==> config.mk <==
export PLATFORM = sky130hd
export DESIGN_NAME = sext_byte_load_seq
export DESIGN_NICKNAME = d
export VERILOG_FILES = /design/src/rtl/bls_pkg.sv /design/src/rtl/bls_req_check.sv /design/src/rtl/bls_datapath.sv /design/src/rtl/bls_ctrl.sv /design/src/rtl/sext_byte_load_seq.sv
export SDC_FILE = /design/constraint.sdc
export NUM_CORES = 1
export LEC_CHECK = 0
export BUFFER_PORTS_ARGS = -buffer_cell sky130_fd_sc_hd__buf_4
export CORE_AREA = 5 5 193 195
export CTS_CLUSTER_SIZE = 10
export DETAILED_ROUTE_END_ITERATION = 7
export DIE_AREA = 0 0 198 200
export PLACE_DENSITY = 0.72
export SYNTH_ARGS = -nofsm -noshare
export SYNTH_HDL_FRONTEND = slang
export SYNTH_SLANG_ARGS = --single-unit
==> constraint.sdc <==
create_clock -name clk -period 7.85 [get_ports clk]
set_clock_uncertainty 0.1 [all_clocks]
set_input_delay 0.785 -clock clk [delete_from_list [all_inputs] [get_ports clk]]
set_output_delay 0.785 -clock clk [all_outputs]
set_load 0.05 [all_outputs]
==> src/rtl/bls_pkg.sv <==
package bls_pkg;

  typedef struct packed {
    logic load;
    logic adv;
    logic wr;
  } bls_strobe_t;

  typedef struct packed {
    logic active;
    logic last;
    logic startFault;
  } bls_status_t;

  typedef enum logic [2:0] {
    ST_IDLE,
    ST_WALK,
    ST_WAIT,
    ST_DONE,
    ST_FAULT
  } bls_state_t;

  // element-size code -> log2(element bits / 16)
  function automatic logic [1:0] sizeShift(input logic [1:0] code);
    case (code)
      2'b00:   return 2'd0;
      2'b01:   return 2'd1;
      default: return 2'd2;
    endcase
  endfunction

endpackage

==> src/rtl/bls_req_check.sv <==
module bls_req_check
  import bls_pkg::*;
#(
  parameter int VLEN_BITS            = 256,
  parameter int ADDR_W               = 64,
  parameter int SP_ALIGN_LOG2        = 4,
  parameter bit SP_CHECK_NONE_ACTIVE = 1'b1
) (
  input  logic [1:0]             reqElemSize,
  input  logic [ADDR_W-1:0]      reqBase,
  input  logic [VLEN_BITS/8-1:0] reqPred,
  input  logic                   reqBaseIsSp,
  output logic                   startFault
);
  localparam int PRED_W = VLEN_BITS / 8;

  logic [1:0] shiftReq;
  logic       anyActive;
  logic       misaligned;
  int unsigned groupMask;

  always_comb begin
    shiftReq  = sizeShift(reqElemSize);
    groupMask = (32'd2 << shiftReq) - 32'd1;
    anyActive = 1'b0;
    for (int j = 0; j < PRED_W; j++) begin
      if (((j & groupMask) == 0) && reqPred[j]) anyActive = 1'b1;
    end
  end

  assign misaligned = |reqBase[SP_ALIGN_LOG2-1:0];
  assign startFault = reqBaseIsSp && misaligned && (anyActive || SP_CHECK_NONE_ACTIVE);

endmodule

==> src/rtl/bls_datapath.sv <==
module bls_datapath
  import bls_pkg::*;
#(
  parameter int VLEN_BITS            = 256,
  parameter int ADDR_W               = 64,
  parameter int SP_ALIGN_LOG2        = 4,
  parameter bit SP_CHECK_NONE_ACTIVE = 1'b1
) (
  input  logic                   clk,
  input  logic                   rstN,
  input  bls_strobe_t            strobe,
  input  logic [1:0]             reqElemSize,
  input  logic [ADDR_W-1:0]      reqBase,
  input  logic [ADDR_W-1:0]      reqIndex,
  input  logic [VLEN_BITS/8-1:0] reqPred,
  input  logic                   reqBaseIsSp,
  input  logic [7:0]             memRspData,
  output bls_status_t            status,
  output logic [ADDR_W-1:0]      curAddr,
  output logic [VLEN_BITS-1:0]   result
);
  localparam int PRED_W = VLEN_BITS / 8;
  localparam int SLOTS  = VLEN_BITS / 16;
  localparam int IDX_W  = (SLOTS > 1) ? $clog2(SLOTS) : 1;
  localparam int PP_W   = (PRED_W > 1) ? $clog2(PRED_W) : 1;

  logic [1:0]           shiftQ;
  logic [PRED_W-1:0]    predQ;
  logic [IDX_W-1:0]     idxQ;
  logic [ADDR_W-1:0]    addrQ;
  logic [VLEN_BITS-1:0] resultQ;

  logic [PP_W-1:0]      predPos;
  logic [IDX_W-1:0]     lastIdx;
  logic                 reqFault;

  logic [SLOTS-1:0]     slotHit;
  logic [15:0]          slotVal [SLOTS];

  bls_req_check #(
    .VLEN_BITS(VLEN_BITS),
    .ADDR_W(ADDR_W),
    .SP_ALIGN_LOG2(SP_ALIGN_LOG2),
    .SP_CHECK_NONE_ACTIVE(SP_CHECK_NONE_ACTIVE)
  ) u_check (
    .reqElemSize(reqElemSize),
    .reqBase(reqBase),
    .reqPred(reqPred),
    .reqBaseIsSp(reqBaseIsSp),
    .startFault(reqFault)
  );

  // lowest predicate bit of the current element's byte group
  always_comb begin
    predPos = PP_W'({idxQ, 1'b0}) << shiftQ;
    lastIdx = IDX_W'(SLOTS - 1) >> shiftQ;
  end

  assign status.active     = predQ[predPos];
  assign status.last       = (idxQ == lastIdx);
  assign status.startFault = reqFault;

  // 16-bit slots: the low slot of an element takes the extended byte,
  // higher slots of the same element take the sign fill
  for (genvar s = 0; s < SLOTS; s++) begin : g_slot
    localparam int unsigned SLOT_ID = s;
    logic [IDX_W-1:0] elemOf;
    logic             lowSlot;
    always_comb begin
      elemOf     = IDX_W'(SLOT_ID >> shiftQ);
      lowSlot    = (SLOT_ID & ((32'd1 << shiftQ) - 32'd1)) == 0;
      slotHit[s] = strobe.wr && (elemOf == idxQ);
      slotVal[s] = lowSlot ? {{8{memRspData[7]}}, memRspData} : {16{memRspData[7]}};
    end
  end

  always_ff @(posedge clk) begin
    if (!rstN) begin
      shiftQ  <= '0;
      predQ   <= '0;
      idxQ    <= '0;
      addrQ   <= '0;
      resultQ <= '0;
    end else begin
      if (strobe.load) begin
        shiftQ  <= sizeShift(reqElemSize);
        predQ   <= reqPred;
        idxQ    <= '0;
        addrQ   <= reqBase + reqIndex;
        resultQ <= '0;
      end else begin
        if (strobe.adv) begin
          idxQ  <= idxQ + 1'b1;
          addrQ <= addrQ + 1'b1;
        end
        for (int s = 0; s < SLOTS; s++) begin
          if (slotHit[s]) resultQ[s*16 +: 16] <= slotVal[s];
        end
      end
    end
  end

  assign curAddr = addrQ;
  assign result  = resultQ;

  AST_ADDR_STEP: assert property (@(posedge clk) disable iff (!rstN)
    strobe.adv && !strobe.load |=> addrQ == $past(addrQ) + 1'b1) else $error("addr step");
  AST_LOAD_CLEARS: assert property (@(posedge clk) disable iff (!rstN)
    strobe.load |=> resultQ == '0) else $error("result not cleared");

endmodule

==> src/rtl/bls_ctrl.sv <==
module bls_ctrl
  import bls_pkg::*;
(
  input  logic        clk,
  input  logic        rstN,
  input  logic        reqValid,
  input  logic        memReqReady,
  input  logic        memRspValid,
  input  bls_status_t status,
  output bls_strobe_t strobe,
  output logic        reqReady,
  output logic        memReqValid,
  output logic        doneOut,
  output logic        faultOut
);
  bls_state_t stateQ, stateNxt;

  always_comb begin
    stateNxt    = stateQ;
    strobe      = '0;
    reqReady    = 1'b0;
    memReqValid = 1'b0;
    doneOut     = 1'b0;
    faultOut    = 1'b0;
    case (stateQ)
      ST_IDLE: begin
        reqReady = 1'b1;
        if (reqValid) begin
          strobe.load = 1'b1;
          stateNxt    = status.startFault ? ST_FAULT : ST_WALK;
        end
      end
      ST_WALK: begin
        if (status.active) begin
          memReqValid = 1'b1;
          if (memReqReady) stateNxt = ST_WAIT;
        end else begin
          strobe.adv = 1'b1;
          if (status.last) stateNxt = ST_DONE;
        end
      end
      ST_WAIT: begin
        if (memRspValid) begin
          strobe.wr  = 1'b1;
          strobe.adv = 1'b1;
          stateNxt   = status.last ? ST_DONE : ST_WALK;
        end
      end
      ST_DONE: begin
        doneOut  = 1'b1;
        stateNxt = ST_IDLE;
      end
      ST_FAULT: begin
        doneOut  = 1'b1;
        faultOut = 1'b1;
        stateNxt = ST_IDLE;
      end
      default: stateNxt = ST_IDLE;
    endcase
  end

  always_ff @(posedge clk) begin
    if (!rstN) stateQ <= ST_IDLE;
    else       stateQ <= stateNxt;
  end

  AST_DONE_ONE_CYCLE: assert property (@(posedge clk) disable iff (!rstN)
    doneOut |=> !doneOut) else $error("done held");
  AST_FAULT_WITH_DONE: assert property (@(posedge clk) disable iff (!rstN)
    faultOut |-> doneOut && !memReqValid) else $error("fault without done");
  AST_REQ_HOLD: assert property (@(posedge clk) disable iff (!rstN)
    memReqValid && !memReqReady |=> memReqValid) else $error("request dropped");
  AST_READY_IDLE: assert property (@(posedge clk) disable iff (!rstN)
    reqReady && reqValid |=> !reqReady) else $error("ready while busy");

endmodule

==> src/rtl/sext_byte_load_seq.sv <==
module sext_byte_load_seq
  import bls_pkg::*;
#(
  parameter int VLEN_BITS            = 256,
  parameter int ADDR_W               = 64,
  parameter int SP_ALIGN_LOG2        = 4,
  parameter bit SP_CHECK_NONE_ACTIVE = 1'b1
) (
  input  logic                   clk,
  input  logic                   rstN,
  input  logic                   reqValid,
  output logic                   reqReady,
  input  logic [1:0]             reqElemSize,
  input  logic [ADDR_W-1:0]      reqBase,
  input  logic [ADDR_W-1:0]      reqIndex,
  input  logic [VLEN_BITS/8-1:0] reqPred,
  input  logic                   reqBaseIsSp,
  output logic                   memReqValid,
  input  logic                   memReqReady,
  output logic [ADDR_W-1:0]      memReqAddr,
  input  logic                   memRspValid,
  input  logic [7:0]             memRspData,
  output logic                   doneOut,
  output logic                   faultOut,
  output logic [VLEN_BITS-1:0]   resultOut
);
  bls_strobe_t strobe;
  bls_status_t status;

  bls_ctrl u_ctrl (
    .clk(clk),
    .rstN(rstN),
    .reqValid(reqValid),
    .memReqReady(memReqReady),
    .memRspValid(memRspValid),
    .status(status),
    .strobe(strobe),
    .reqReady(reqReady),
    .memReqValid(memReqValid),
    .doneOut(doneOut),
    .faultOut(faultOut)
  );

  bls_datapath #(
    .VLEN_BITS(VLEN_BITS),
    .ADDR_W(ADDR_W),
    .SP_ALIGN_LOG2(SP_ALIGN_LOG2),
    .SP_CHECK_NONE_ACTIVE(SP_CHECK_NONE_ACTIVE)
  ) u_dp (
    .clk(clk),
    .rstN(rstN),
    .strobe(strobe),
    .reqElemSize(reqElemSize),
    .reqBase(reqBase),
    .reqIndex(reqIndex),
    .reqPred(reqPred),
    .reqBaseIsSp(reqBaseIsSp),
    .memRspData(memRspData),
    .status(status),
    .curAddr(memReqAddr),
    .result(resultOut)
  );

  AST_ADDR_STABLE: assert property (@(posedge clk) disable iff (!rstN)
    memReqValid && !memReqReady |=> $stable(memReqAddr)) else $error("addr moved");
  AST_SINGLE_OUTSTANDING: assert property (@(posedge clk) disable iff (!rstN)
    memReqValid && memReqReady |=> !memReqValid) else $error("second read");
  AST_RESULT_HELD: assert property (@(posedge clk) disable iff (!rstN)
    reqReady && !reqValid |=> $stable(resultOut)) else $error("result moved");

endmodule

==> Word-level counts from Yosys, hierarchy flattened <==
Cells that the tools add are included.
{ "classes": {"add_sub_neg": 4, "magnitude_cmp": 1, "eq_ne": 26, "n_shift": 19, "n_mux": 39, "bitwise": 1, "reduce_logical": 39} }
{ "op_table": {"columns": ["op", "count"], "rows": [
  ["$logic_not A32 Y1", 15],
  ["$mux W64", 2],
  ["$mux W7", 15],
  ["$eq A4 B4 Y1", 17],
  ["$add A64 B1 Y64 const B", 1],
  ["$add A64 B64 Y64", 1],
  ["$shr A4 B2 Y4 const A", 9],
  ["$mux W3", 6],
  ["$logic_and A1 B1 Y1", 17],
  ["$shr A3 B2 Y4 const A", 4],
  ["$mux W1", 10],
  ["$pmux W3 S3", 1],
  ["$shr A1 B2 Y4 const A", 2],
  ["$shr A2 B2 Y4 const A", 2],
  ["$eq A3 B2 Y1 const B", 2],
  ["$lt A5 B6 Y1 const B", 1],
  ["$bmux W1 S5", 1],
  ["$shl A5 B2 Y5", 1],
  ["$add A4 B1 Y4 const B", 1],
  ["$mux W2", 2],
  ["$ne A2 B2 Y1 const B", 2],
  ["$pmux W2 S2", 1],
  ["$reduce_and A4 Y1", 1],
  ["$reduce_or A2 Y1", 2],
  ["other kinds (13)", 13]
]} }
{ "totals": {"register_bits": 233, "in_bits": 176, "output_inout_bits": 324, "elab_cells": 150} }

==> Depth between registers and ports, before layout <==
Gate-level depths: netlist of run 1.
{ "logic_depth": {"depth_word": 7, "depth_mapped": 14, "depth_no_buf": 12} }

==> Cells and area by module <==
From an unflattened synthesis of run 1, not the netlist that was laid out.
{ "hier_totals": {"cells_unflattened": 1768, "area_unflattened_um2": 14138.6} }
{ "modules_own_cells": {"columns": ["module", "instances", "cells_per_inst", "area_each_um2", "seq_area_each_um2"], "rows": [
  ["bls_datapath", 1, 1740, 13904.6, 4284.1],
  ["bls_ctrl", 1, 27, 222.7, 60.1],
  ["bls_req_check", 1, 1, 11.3, 0.0]
]} }

==> Least setup slack after synthesis of run 1 <==
Ideal clock, no wire load.
{ "synth_path": {"kind": "input port to flip-flop", "start": "input port reqBase[7]", "end": "register u_dp.addrQ[56] (netlist: u_dp.curAddr[56])", "setup_time_ns": 0.062, "arrival_ns": 3.237, "required_ns": 7.688, "slack_ns": 4.451, "stages": 10, "path_cell_list": "ha_1 a21o_1 a211oi_1 nand4_1 a21oi_1 o211ai_1 a311oi_1 nand4_1 a2111o_1 nand3_1"} }
{ "synth_between": {"elab_chain_cells": 2} }
{ "synth_rtl": {"columns": ["element", "line", "text"], "rows": [
  ["from (decl)", "sext_byte_load_seq.sv:14", "input logic [ADDR_W-1:0] reqBase,"],
  ["$add A64 B64 Y64", "bls_datapath.sv:89", "addrQ <= reqBase + reqIndex;"],
  ["$mux W64", "bls_datapath.sv:85", "if (strobe.load) begin"],
  ["to (signal assigned)", "bls_datapath.sv:89", null],
  ["to (signal assigned)", "bls_datapath.sv:94", "addrQ <= addrQ + 1'b1;"],
  ["to (decl)", "bls_datapath.sv:30", "logic [ADDR_W-1:0] addrQ;"]
]} }
Every way passes these cells.
A chain may end at the register's enable or synchronous reset.

==> Final worst setup path of run 1 <==
{ "layout_path": {"start": "register u_dp.idxQ[0]", "end": "register u_dp.addrQ[37] (netlist: u_dp.curAddr[37])"} }
{ "layout_between": {"elab_chain_cells": 6} }
{ "layout_rtl": {"columns": ["element", "line", "text"], "rows": [
  ["from (decl)", "bls_datapath.sv:29", "logic [IDX_W-1:0] idxQ;"],
  ["from (signal assigned)", "bls_datapath.sv:93", "idxQ <= idxQ + 1'b1;"],
  ["$shl A5 B2 Y5", "bls_datapath.sv:55", "predPos = PP_W'({idxQ, 1'b0}) << shiftQ;"],
  ["$bmux W1 S5", "bls_datapath.sv:59", "assign status.active = predQ[predPos];"],
  ["$mux W1 (implied by the code)", "bls_datapath.sv:59", null],
  ["$mux W1", "bls_ctrl.sv:34", "if (status.active) begin"],
  ["$pmux W1 S2", "bls_ctrl.sv:25", "case (stateQ)"],
  ["$reduce_bool A2 Y1 (no source line)", null, null]
]} }
Every way passes these cells. The select of a mux whose other input is x is not followed.

==> flow_metrics.env, run 1 <==
export IMPL_syn_to_final_growth_pct=25.4
export IMPL_max_slew_margin_rel_pct=26.9
export IMPL_grt_use_met1_pct=28.0
export IMPL_fin_crit_ns=4.48
export IMPL_met2_usage_pct=40.9
export IMPL_hold_depth=2
export IMPL_dpl_cell_area_sq_um=17400
export IMPL_ir_drop_uv=120
export IMPL_routed_wirelength_mm=48.7
export IMPL_yosys_area_top_type="dfxtp_1"
export IMPL_synth_seq_area_share_pct=30.0
export IMPL_synth_seq_cells=217
export IMPL_ys_async_sr_fraction_pct=0
export IMPL_hold_violations=0
export IMPL_vias=14300
export IMPL_post_cts_buffers=0
export IMPL_clkSlewWorstSetupHoldPaths_ns=0.06
export IMPL_cp_num_buf_inv=0
export IMPL_ys_top_cells_by_count="nor2_1 (235), dfxtp_1 (217), a21oi_1 (171)"
export IMPL_clockRootBuffer="clkbuf_16"
export IMPL_synth_most_common_cell="nor2_1"
export IMPL_synthCells=1831
export IMPL_ys_warn_count=0
export IMPL_drt_iter0_markers=910
export IMPL_grt_pass1_wl_mm=73.2
export IMPL_track_usage_pct=22.6
export IMPL_p_comb_share_pct=27.7
export IMPL_regToRegEndpoint="u_dp.curAddr[37]$_SDFFE_PN0P_"
export IMPL_p_leak_nw=7.94
export IMPL_rows=69
export IMPL_min_path_type="flip-flop to flip-flop"
export IMPL_vias_per_cell=5.50
export IMPL_met3_usage_pct=4.01
export IMPL_holdPathEnd="u_dp.predQ[4]$_SDFFE_PN0P_"
export IMPL_tightest_slew_ns=1.09
export IMPL_boundaryPins=500
export IMPL_hold_start="u_dp.predQ[4]$_SDFFE_PN0P_"
export IMPL_max_stage_delay_ns=0.96
export IMPL_critical_path_class="flip-flop to flip-flop"
export IMPL_wire_per_inst_um=18.8
export IMPL_die_area_sq_um=39600
export IMPL_max_freq_mhz=223
export IMPL_clockBufferDepth=3
export IMPL_grt_pass1_vias=13500
export IMPL_setup_tns_final_ns=0
export IMPL_ctsHoldBuffers=0
export IMPL_post_cts_resized=0
export IMPL_seq_power_share_pct=38.6
export IMPL_avgSynthCellArea_sq_um=7.90
export IMPL_fillCellCount=3377
export IMPL_synth_cell_type_count=80
export IMPL_final_layout_size_suffix_gt1_share_pct=26.1
export IMPL_antenna_found_initial=0
export IMPL_clock_sinks=217
export IMPL_mappedNetlistNets=2080
export IMPL_synth_edff_count=0
export IMPL_die_h_um=200
export IMPL_initial_utilization_pct=41.1
export IMPL_dr_pass1_iters=5
export IMPL_ys_flop_type="dfxtp_1"
export IMPL_dp_hpwl_mm=38.4
export IMPL_crit_fanout=14
export IMPL_status="finished, final reports clean"
export IMPL_cp_arrival_ns=4.81
export IMPL_grt_busiest_layer="met2"
export IMPL_syn_area_sq_um=14500
export IMPL_worstPathRequired_ns=8.18
export IMPL_core_area_sq_um=35200
export IMPL_final_area_sq_um=18100
export IMPL_r2r_cells=9
export IMPL_yosysTopAreaCellShare_pct=30.0
export IMPL_p_clk_share_pct=33.7
export IMPL_routabilityCongestion=0.938
export IMPL_start_kind="flip-flop"
export IMPL_diodes=0
export IMPL_crit_chain="ha_1 > nor2b_1 > mux4_2 > nand2_1 > nand4b_2 > a211oi_2 > nand3_1 > xor2_1 > a211oi_1"
export IMPL_grt_overflow=0
export IMPL_r2r_start="u_dp.idxQ[0]$_SDFFE_PP0P_"
export IMPL_cp_top_family="simple AND/OR/NAND/NOR gates"
export IMPL_drc=0
export IMPL_cp_end_kind="flip-flop"
export IMPL_fin_nets=2378
export IMPL_switching_share_pct=33.6
export IMPL_p_int_mw=2.09
export IMPL_maxSlewViolCount=0
export IMPL_h_tree_depth=1
export IMPL_die_w_um=198
export IMPL_reg2reg_slack_ns=3.37
export IMPL_p_per_area_nw_per_um2=174
export IMPL_io_buffers=483
export IMPL_ant_nets=0
export IMPL_slowest_stage="a211oi_2"
export IMPL_cts_buffers=26
export IMPL_clk_latency_ns=0.52
export IMPL_grt_setup_unrepaired="false"
export IMPL_power_switching_mw=1.06
export IMPL_maxCapViolCount=0
export IMPL_grt_max_degree=96
export IMPL_setup_viol=0
export IMPL_cts_tree="done"
export IMPL_min_period_over_period_pct=57.1
export IMPL_whs_ns=0.353
export IMPL_synth_area_leaders="dfxtp_1 (30%), buf_4 (6.6%), ha_1 (6.2%)"
-- registers in the layout (all words and copies together) (netlist names) --
register and cells:
u_dp.shiftQ 2, u_ctrl.stateQ 3, u_dp.curAddr 64, u_dp.idxQ 4, u_dp.predQ 16, u_dp.result 128
-- power groups by stage --
stage	combinational (mW)	sequential [mW]	clock, mW
after global routing	0.941	1.22	1.14
after floorplan	0.450	1.35	0
after global placement	0.863	1.23	0
after CTS	0.873	1.21	1.09
after detailed placement	0.869	1.24	0
final	0.873	1.21	1.06
-- placed cells by master, fill, tap and decap left out, types with 5 or more instances in the layout --
| cell | count |
|---|---|
| a211oi_1 | 77 |
| a21o_1 | 42 |
| a21oi_1 | 171 |
| a311oi_1 | 9 |
| a31oi_1 | 16 |
| and2_1 | 15 |
| and3_1 | 24 |
| and4_1 | 8 |
| buf_4 | 494 |
| clkbuf_16 | 27 |
| dfxtp_1 | 217 |
| ha_1 | 72 |
| inv_1 | 44 |
| mux2i_1 | 44 |
| nand2_1 | 150 |
| nand3_1 | 44 |
| nand4_1 | 40 |
| nor2_1 | 235 |
| nor2b_1 | 11 |
| nor3_1 | 28 |
| o211ai_1 | 13 |
| o21a_1 | 8 |
| o21ai_0 | 60 |
| o21bai_1 | 17 |
| o221ai_1 | 6 |
| o22ai_1 | 23 |
| o31ai_1 | 11 |
| or3_1 | 16 |
| or4_1 | 5 |
| xnor2_1 | 56 |
| xor2_1 | 64 |
-- routing by layer --
metal	wire, um	vias to the layer above
li1	-	6996
met1	19400	6648
met2	24200	552
met3	3830	79
met4	1290	0
met5	0	-
-- through the flow --
step	power (mW)	setup WS, ns	cells	utilization (%)
6_report	3.15	3.37	2596	51.5
5_1_grt	3.30	3.03	2596	51.5
4_1_cts	3.17	3.38	2596	51.5
3_5_place_dp	2.10	3.42	2562	49.4
3_3_place_gp	2.10	3.43	2562	49.4
2_1_floorplan	1.80	4.45	1831	-
-- worst register-to-register path, delay by kind of cell, from the launching register on --
kind | cells | cell delay (ns)
muxes | 1 | 0.56
and+or+nand+nor | 4 | 1.25
xor gates and xnor gates | 1 | 0.19
AOI/OAI and AO/OA | 2 | 1.18
adders and majority gates | 1 | 0.42
DFF | 1 | 0.69
-- cell families (layout without fill, tap and decap cells) --
kind of cell / count (synthesis) / count (layout) / share of synthesized area [%]
AND/OR/NAND/NOR: 606 / 606 / 19.5
AO/OA/AOI/OAI: 495 / 495 / 22.6
buffers and inverters: 270 / 574 / 10.5
flip-flops: 217 / 217 / 30.0
XOR/XNOR: 120 / 120 / 7.27
adder cells (fa/ha/maj): 73 / 73 / 6.37
multiplexers: 50 / 50 / 3.69
-- final cells by class --
class                           count  area, sq um  share of cell area, %
Inverter                           46          173                  0.952
Sequential cell                   217         4340                   24.0
Clock inverter                      2         10.0                 0.0552
Timing Repair Buffer              494         3710                   20.4
Multi-Input combinational cell   1344         8610                   47.5
Tap cell                          461          577                   3.18
Clock buffer                       32          714                   3.94
-- how the worst max path moves through the flow --
stage                                    startpoint                       endpoint  slack [ns]  depth (start not counted)
after floorplan                          reqBase[7]  u_dp.curAddr[56]$_SDFFE_PN0P_        4.45                         10
after global placement                  reqBase[17]  u_dp.curAddr[59]$_SDFFE_PN0P_        3.43                         11
after detailed placement  u_dp.idxQ[0]$_SDFFE_PP0P_  u_dp.curAddr[37]$_SDFFE_PN0P_        3.42                          9
after CTS                 u_dp.idxQ[0]$_SDFFE_PP0P_  u_dp.curAddr[37]$_SDFFE_PN0P_        3.38                          9
after global routing      u_dp.idxQ[0]$_SDFFE_PP0P_  u_dp.curAddr[37]$_SDFFE_PN0P_        3.03                          9
final                     u_dp.idxQ[0]$_SDFFE_PP0P_  u_dp.curAddr[37]$_SDFFE_PN0P_        3.37                          9
Note: power is estimated with default switching activity, not from simulation.
==> run 2, diff against run 1 <==
--- a/config.mk
+++ b/config.mk
@@ -10,7 +10,7 @@
 export CTS_CLUSTER_SIZE = 10
 export DETAILED_ROUTE_END_ITERATION = 7
 export DIE_AREA = 0 0 198 200
-export PLACE_DENSITY = 0.72
+export PLACE_DENSITY = 0.74
 export SYNTH_ARGS = -nofsm -noshare
 export SYNTH_HDL_FRONTEND = slang
 export SYNTH_SLANG_ARGS = --single-unit
==> constraint.sdc (replaced) <==
create_clock -name clk -period 3.95 [get_ports clk]
set_clock_uncertainty 0.1 [all_clocks]
set_input_delay 0.395 -clock clk [delete_from_list [all_inputs] [get_ports clk]]
set_output_delay 0.395 -clock clk [all_outputs]
set_load 0.05 [all_outputs]
==> run 2 against run 1 <==
  * Clock-buffer cell count shrank 2
  * Die area is the same
  * Design area grew 1.2%
  * Worst hold slack lost 0.34 ns
  * Clock power grew 99%
  * Critical path type unchanged
  * Via count grew 0.93%
  * Sequential power grew 99%
  * First-iteration DRC count shrank 7.9%
  * Combinational power grew 100%
  * Sequential cell count is the same
  * Maximum frequency grew 25%
==> flow_metrics.env, run 2 (synthesis gave the netlist of run 1 again) <==
export IMPL_rows=69
export IMPL_reg2reg_slack_ns=0.38
export IMPL_placed_cells=2589
export IMPL_die_area_sq_um=39600
export IMPL_core_area_sq_um=35200
export IMPL_grt_pass1_wl_mm=73.7
export IMPL_dp_hpwl_mm=39.0
export IMPL_worstPathRequired_ns=4.30
export IMPL_max_freq_mhz=280
export IMPL_regToRegEndpoint="u_dp.curAddr[25]$_SDFFE_PN0P_"
export IMPL_ant_nets=0
export IMPL_whs_ns=0.0174
export IMPL_max_slew_margin_rel_pct=35.5
export IMPL_drt_iter0_markers=838
export IMPL_antenna_found_initial=0
export IMPL_boundaryPins=500
export IMPL_cts_buffers=26
export IMPL_r2r_start="u_dp.shiftQ[0]$_SDFFE_PN0P_"
export IMPL_wire_per_inst_um=18.7
export IMPL_drc=0
export IMPL_critical_path_class="flip-flop to flip-flop"
export IMPL_routabilityCongestion=0.923
export IMPL_holdPathEnd="u_dp.predQ[20]$_SDFFE_PN0P_"
export IMPL_die_h_um=200
export IMPL_dr_pass1_iters=6
export IMPL_grt_pass1_vias=13800
export IMPL_diodes=0
export IMPL_syn_to_final_growth_pct=26.9
export IMPL_initial_utilization_pct=41.1
export IMPL_routed_wirelength_mm=49.1
export IMPL_cp_arrival_ns=3.92
export IMPL_crit_fanout=11
export IMPL_post_cts_resized=0
export IMPL_final_common_cell="buf_4"
export IMPL_fin_nets=2406
export IMPL_io_buffers=483
export IMPL_tightest_slew_ns=0.967
export IMPL_maxSlewViolCount=0
export IMPL_maxCapViolCount=0
export IMPL_instances_no_fill=2621
export IMPL_hold_start="reqPred[20]"
export IMPL_final_core_util_pct=52.1
export IMPL_post_cts_buffers=0
export IMPL_grt_max_degree=105
export IMPL_grt_overflow=0
export IMPL_final_layout_size_suffix_gt1_share_pct=27.0
export IMPL_min_path_type="input port to flip-flop"
export IMPL_die_w_um=198
export IMPL_hold_depth=3
export IMPL_track_usage_pct=22.9
export IMPL_r2r_cells=10
export IMPL_cts_tree="done"
export IMPL_largest_reg_flops=128
export IMPL_start_kind="flip-flop"
export IMPL_vias_per_cell=5.50
export IMPL_fin_crit_ns=3.57
export IMPL_setup_viol=0
export IMPL_p_leak_nw=8.08
export IMPL_clockBufferDepth=3
export IMPL_clockRootBuffer="clkbuf_16"
export IMPL_clk_latency_ns=0.53
export IMPL_clock_sinks=217
export IMPL_p_per_area_nw_per_um2=343
export IMPL_setup_tns_final_ns=0
export IMPL_hold_violations=0
export IMPL_status="finished, final reports clean"
export IMPL_min_period_over_period_pct=90.5
export IMPL_clkSlewWorstSetupHoldPaths_ns=0.06
export IMPL_grt_setup_unrepaired="false"
export IMPL_final_cell_mix="buf_4 (520), nor2_1 (235), dfxtp_1 (217), a21oi_1 (171), nand2_1 (150)"
export IMPL_h_tree_depth=1
export IMPL_cp_end_kind="flip-flop"
export IMPL_vias=14400
export IMPL_ir_drop_uv=256
[run 2: cell types whose count changed in the layout (fill, tap and decap cells not counted)]
cell / before / now
dlygate4sd3_1: 0 / 1
clkbuf_1: 3 / 1
clkinv_2: 2 / 0
buf_4: 494 / 520
buf_12: 0 / 1
inv_6: 0 / 1
[run 2: worst max path at each step]
stage	startpoint	endpoint	slack, ns	cells after the start
after CTS	u_dp.shiftQ[0]$_SDFFE_PN0P_	u_dp.curAddr[25]$_SDFFE_PN0P_	0.33	10
after detailed placement	reqBase[15]	u_dp.curAddr[59]$_SDFFE_PN0P_	0.21	11
after global placement	reqBase[15]	u_dp.curAddr[59]$_SDFFE_PN0P_	0.18	11
final	u_dp.shiftQ[0]$_SDFFE_PN0P_	u_dp.curAddr[25]$_SDFFE_PN0P_	0.38	10
after floorplan	u_dp.shiftQ[0]$_SDFFE_PN0P_	u_dp.curAddr[54]$_SDFFE_PN0P_	0.67	12
after global routing	u_dp.shiftQ[0]$_SDFFE_PN0P_	u_dp.curAddr[17]$_SDFFE_PN0P_	0.09	11
[run 2: where the power goes]
group / internal (mW) / switching [mW] / total [mW]
sequential: 2.29 / 0.122 / 2.41
combinational: 0.645 / 1.14 / 1.78
clock: 1.24 / 0.871 / 2.11
[run 2: final cells by class]
cell class	count	area, sq um
clock buffers	30	707
clock inverters	1	8.76
fillers	3326	16900
inverters	46	173
multi-input cells	1344	8610
flip-flops and latches	217	4340
well taps	461	577
repair buffers	522	3930
[run 2: critical path: stages, from the launching register on]
cell and delay (ns):
dfxtp_1 0.30, inv_1 0.12, ha_1 0.28, nor2b_1 0.30
mux4_2 0.54, nand2_1 0.13, nand4b_2 0.41, a211oi_1 0.68
nand4_1 0.20, or3_1 0.34, o211ai_1 0.09
[run 2: layer usage]
layer / wire length [um] / global-route usage [%] / up-vias
met5: 0 / 0 / -
met3: 3740 / 4.30 / 84
met1: 19700 / 27.9 / 6770
met2: 24400 / 41.2 / 519
li1: - / - / 7035
met4: 1290 / 6.66 / 0
[run 2: per-stage QoR]
step / setup slack, ns / total power [mW] / instance area (sq um)
after floorplan: 0.671 / 3.58 / 14500
after global placement: 0.177 / 4.20 / 17600
after detailed placement: 0.207 / 4.22 / 17600
after CTS: 0.333 / 6.34 / 18400
after global routing: 0.0907 / 6.59 / 18400
final: 0.376 / 6.30 / 18400
[run 2: what timing repair did]
action                                  4_1_cts  5_1_grt
hold endpoints to repair                      1        0
endpoints found under the setup margin        0        0
hold buffers                                  1        0
==> run 3, diff against run 2 <==
--- a/config.mk
+++ b/config.mk
@@ -6,11 +6,15 @@
 export NUM_CORES = 1
 export LEC_CHECK = 0
 export BUFFER_PORTS_ARGS = -buffer_cell sky130_fd_sc_hd__buf_4
-export CORE_AREA = 5 5 193 195
+export CELL_PAD_IN_SITES_DETAIL_PLACEMENT = 1
+export CELL_PAD_IN_SITES_GLOBAL_PLACEMENT = 1
+export CORE_ASPECT_RATIO = 1.4
+export CORE_MARGIN = 3
+export CORE_UTILIZATION = 33
 export CTS_CLUSTER_SIZE = 10
 export DETAILED_ROUTE_END_ITERATION = 7
-export DIE_AREA = 0 0 198 200
-export PLACE_DENSITY = 0.74
+export GPL_ROUTABILITY_DRIVEN = 0
+export PLACE_DENSITY = 0.82
 export SYNTH_ARGS = -nofsm -noshare
 export SYNTH_HDL_FRONTEND = slang
 export SYNTH_SLANG_ARGS = --single-unit
==> run 3 against run 2 <==
  * Sequential power is essentially flat
  * Clock-buffer cell count grew 2
  * First-iteration DRC count down 24%
  * Critical path type unchanged
  * Largest power group unchanged
==> flow_metrics.env, run 3 (synthesis gave the netlist of run 1 again) <==
export IMPL_diodes=0
export IMPL_dp_hpwl_mm=44.8
export IMPL_r2r_start="u_dp.shiftQ[0]$_SDFFE_PN0P_"
export IMPL_p_per_area_nw_per_um2=346
export IMPL_track_usage_pct=23.1
export IMPL_final_common_cell="buf_4"
export IMPL_maxCapViolCount=0
export IMPL_wire_per_inst_um=20.8
export IMPL_largest_reg_flops=128
export IMPL_grt_max_degree=81
export IMPL_slowest_stage="a2111oi_2"
export IMPL_multiInputGateArea_sq_um=8620
export IMPL_boundaryPins=500
export IMPL_pre_cts_ws_ns=0.230
export IMPL_setup_tns_final_ns=0
export IMPL_whs_ns=0.0318
export IMPL_crit_path_start="u_dp.shiftQ[0]$_SDFFE_PN0P_"
export IMPL_grt_setup_unrepaired="false"
export IMPL_final_layout_size_suffix_gt1_share_pct=27.2
export IMPL_cp_arrival_ns=3.82
export IMPL_regArea_sq_um=4340
export IMPL_min_path_type="input port to flip-flop"
export IMPL_max_freq_mhz=285
export IMPL_min_period_over_period_pct=89.0
export IMPL_final_core_util_pct=42.9
export IMPL_worstPathRequired_ns=4.26
export IMPL_grt_overflow=0
export IMPL_vias_per_cell=5.45
export IMPL_wl_met2_mm=30.2
export IMPL_final_cell_mix="buf_4 (522), nor2_1 (235), dfxtp_1 (217), a21oi_1 (171), nand2_1 (150)"
export IMPL_die_w_um=183
export IMPL_start_kind="flip-flop"
export IMPL_cts_buffers=26
export IMPL_cp_end_kind="flip-flop"
export IMPL_antenna_found_initial=0
export IMPL_dr_pass1_iters=5
export IMPL_met3_length_mm=3.30
export IMPL_clockRootBuffer="clkbuf_16"
export IMPL_h_tree_depth=1
export IMPL_dr_max_layer_used="met4"
export IMPL_post_cts_buffers=0
export IMPL_dpl_cell_area_sq_um=17800
export IMPL_setup_viol=0
export IMPL_crit_fanout=12
export IMPL_clkSlewWorstSetupHoldPaths_ns=0.06
export IMPL_io_buffers=483
export IMPL_syn_to_final_growth_pct=28.3
export IMPL_max_stage_delay_ns=0.79
export IMPL_p_leak_nw=8.13
export IMPL_fin_nets=2412
export IMPL_initial_utilization_pct=33.4
export IMPL_final_area_sq_um=18600
export IMPL_tightest_slew_ns=0.960
export IMPL_die_area_sq_um=46400
export IMPL_cts_tree="done"
export IMPL_routed_wirelength_mm=56.5
export IMPL_max_slew_margin_rel_pct=36.0
export IMPL_maxSlewViolCount=0
export IMPL_grt_pass1_wl_mm=86.4
export IMPL_ant_nets=0
export IMPL_core_area_sq_um=43200
export IMPL_ir_drop_uv=202
export IMPL_reg2reg_slack_ns=0.44
export IMPL_rows=90
export IMPL_status="finished, final reports clean"
export IMPL_clk_latency_ns=0.53
export IMPL_met1Wirelength_mm=20.2
export IMPL_drc=0
export IMPL_clock_sinks=217
export IMPL_clockBufferDepth=3
export IMPL_grt_pass1_vias=15600
export IMPL_drt_iter0_markers=637
export IMPL_crit_chain="inv_1 > ha_1 > nor2b_1 > mux2_2 > o21ai_0 > mux2_4 > a41oi_4 > a2111oi_2 > nand3_1 > xor2_1 > a21oi_1"
export IMPL_fin_crit_ns=3.51
export IMPL_hold_start="reqPred[24]"
export IMPL_vias=14800
export IMPL_setup_ws_ns=0.435
export IMPL_critical_path_class="flip-flop to flip-flop"
export IMPL_hold_violations=0
export IMPL_die_h_um=254
export IMPL_fillCellCount=5286
-- run 3: per-stage QoR --
stage          cells  total power [mW]
3_3_place_gp    2683              4.22
4_1_cts         2721              6.46
3_5_place_dp    2683              4.27
2_1_floorplan   1831              3.58
6_report        2721              6.41
5_1_grt         2721              6.70
-- run 3: layer usage --
layer  global-route usage, %  up-vias
met2                    44.9      466
met5                       0        -
met3                    4.30      121
li1                        -     7061
met4                    11.0        0
met1                    23.5     7173
-- run 3: critical path: cells and delay by family (launching register included) --
| family | cells | cell delay, ns |
|---|---|---|
| AND/OR/NAND/NOR | 2 | 0.55 |
| multiplexers | 2 | 0.58 |
| flip-flops | 1 | 0.31 |
| XOR/XNOR | 1 | 0.18 |
| adder cells (fa/ha/maj) | 1 | 0.23 |
| AO/OA/AOI/OAI | 4 | 1.30 |
| buffers and inverters | 1 | 0.12 |
-- run 3: final timing paths --
check	endpoint	cells after the start
worst max-delay path	u_dp.curAddr[16]$_SDFFE_PN0P_	11
worst min-delay path	u_dp.predQ[24]$_SDFFE_PN0P_	3
worst max register to register	u_dp.curAddr[16]$_SDFFE_PN0P_	11
worst min register to register	u_dp.predQ[0]$_SDFFE_PN0P_	2
-- run 3: what timing repair did --
item                                    4_1_cts  5_1_grt
endpoints found under the setup margin        0        0
resized for setup                             0        0
hold endpoints to repair                      4        0
hold buffers                                  4        0
-- run 3: report_power, final --
group / switching [mW] / leakage, nW / internal [mW] / total (mW)
clock network: 0.921 / 0.358 / 1.25 / 2.17
logic: 1.19 / 6.00 / 0.648 / 1.84
registers: 0.120 / 1.76 / 2.29 / 2.41
-- run 3: layout make-up --
class                      instances  area share [%]
multi-input combinational       1344            46.5
sequential                       217            23.4
timing repair buffer             528            21.6
clock buffer                      32            3.85
tap                              552            3.72
inverter                          46           0.931
clock inverter                     2          0.0540
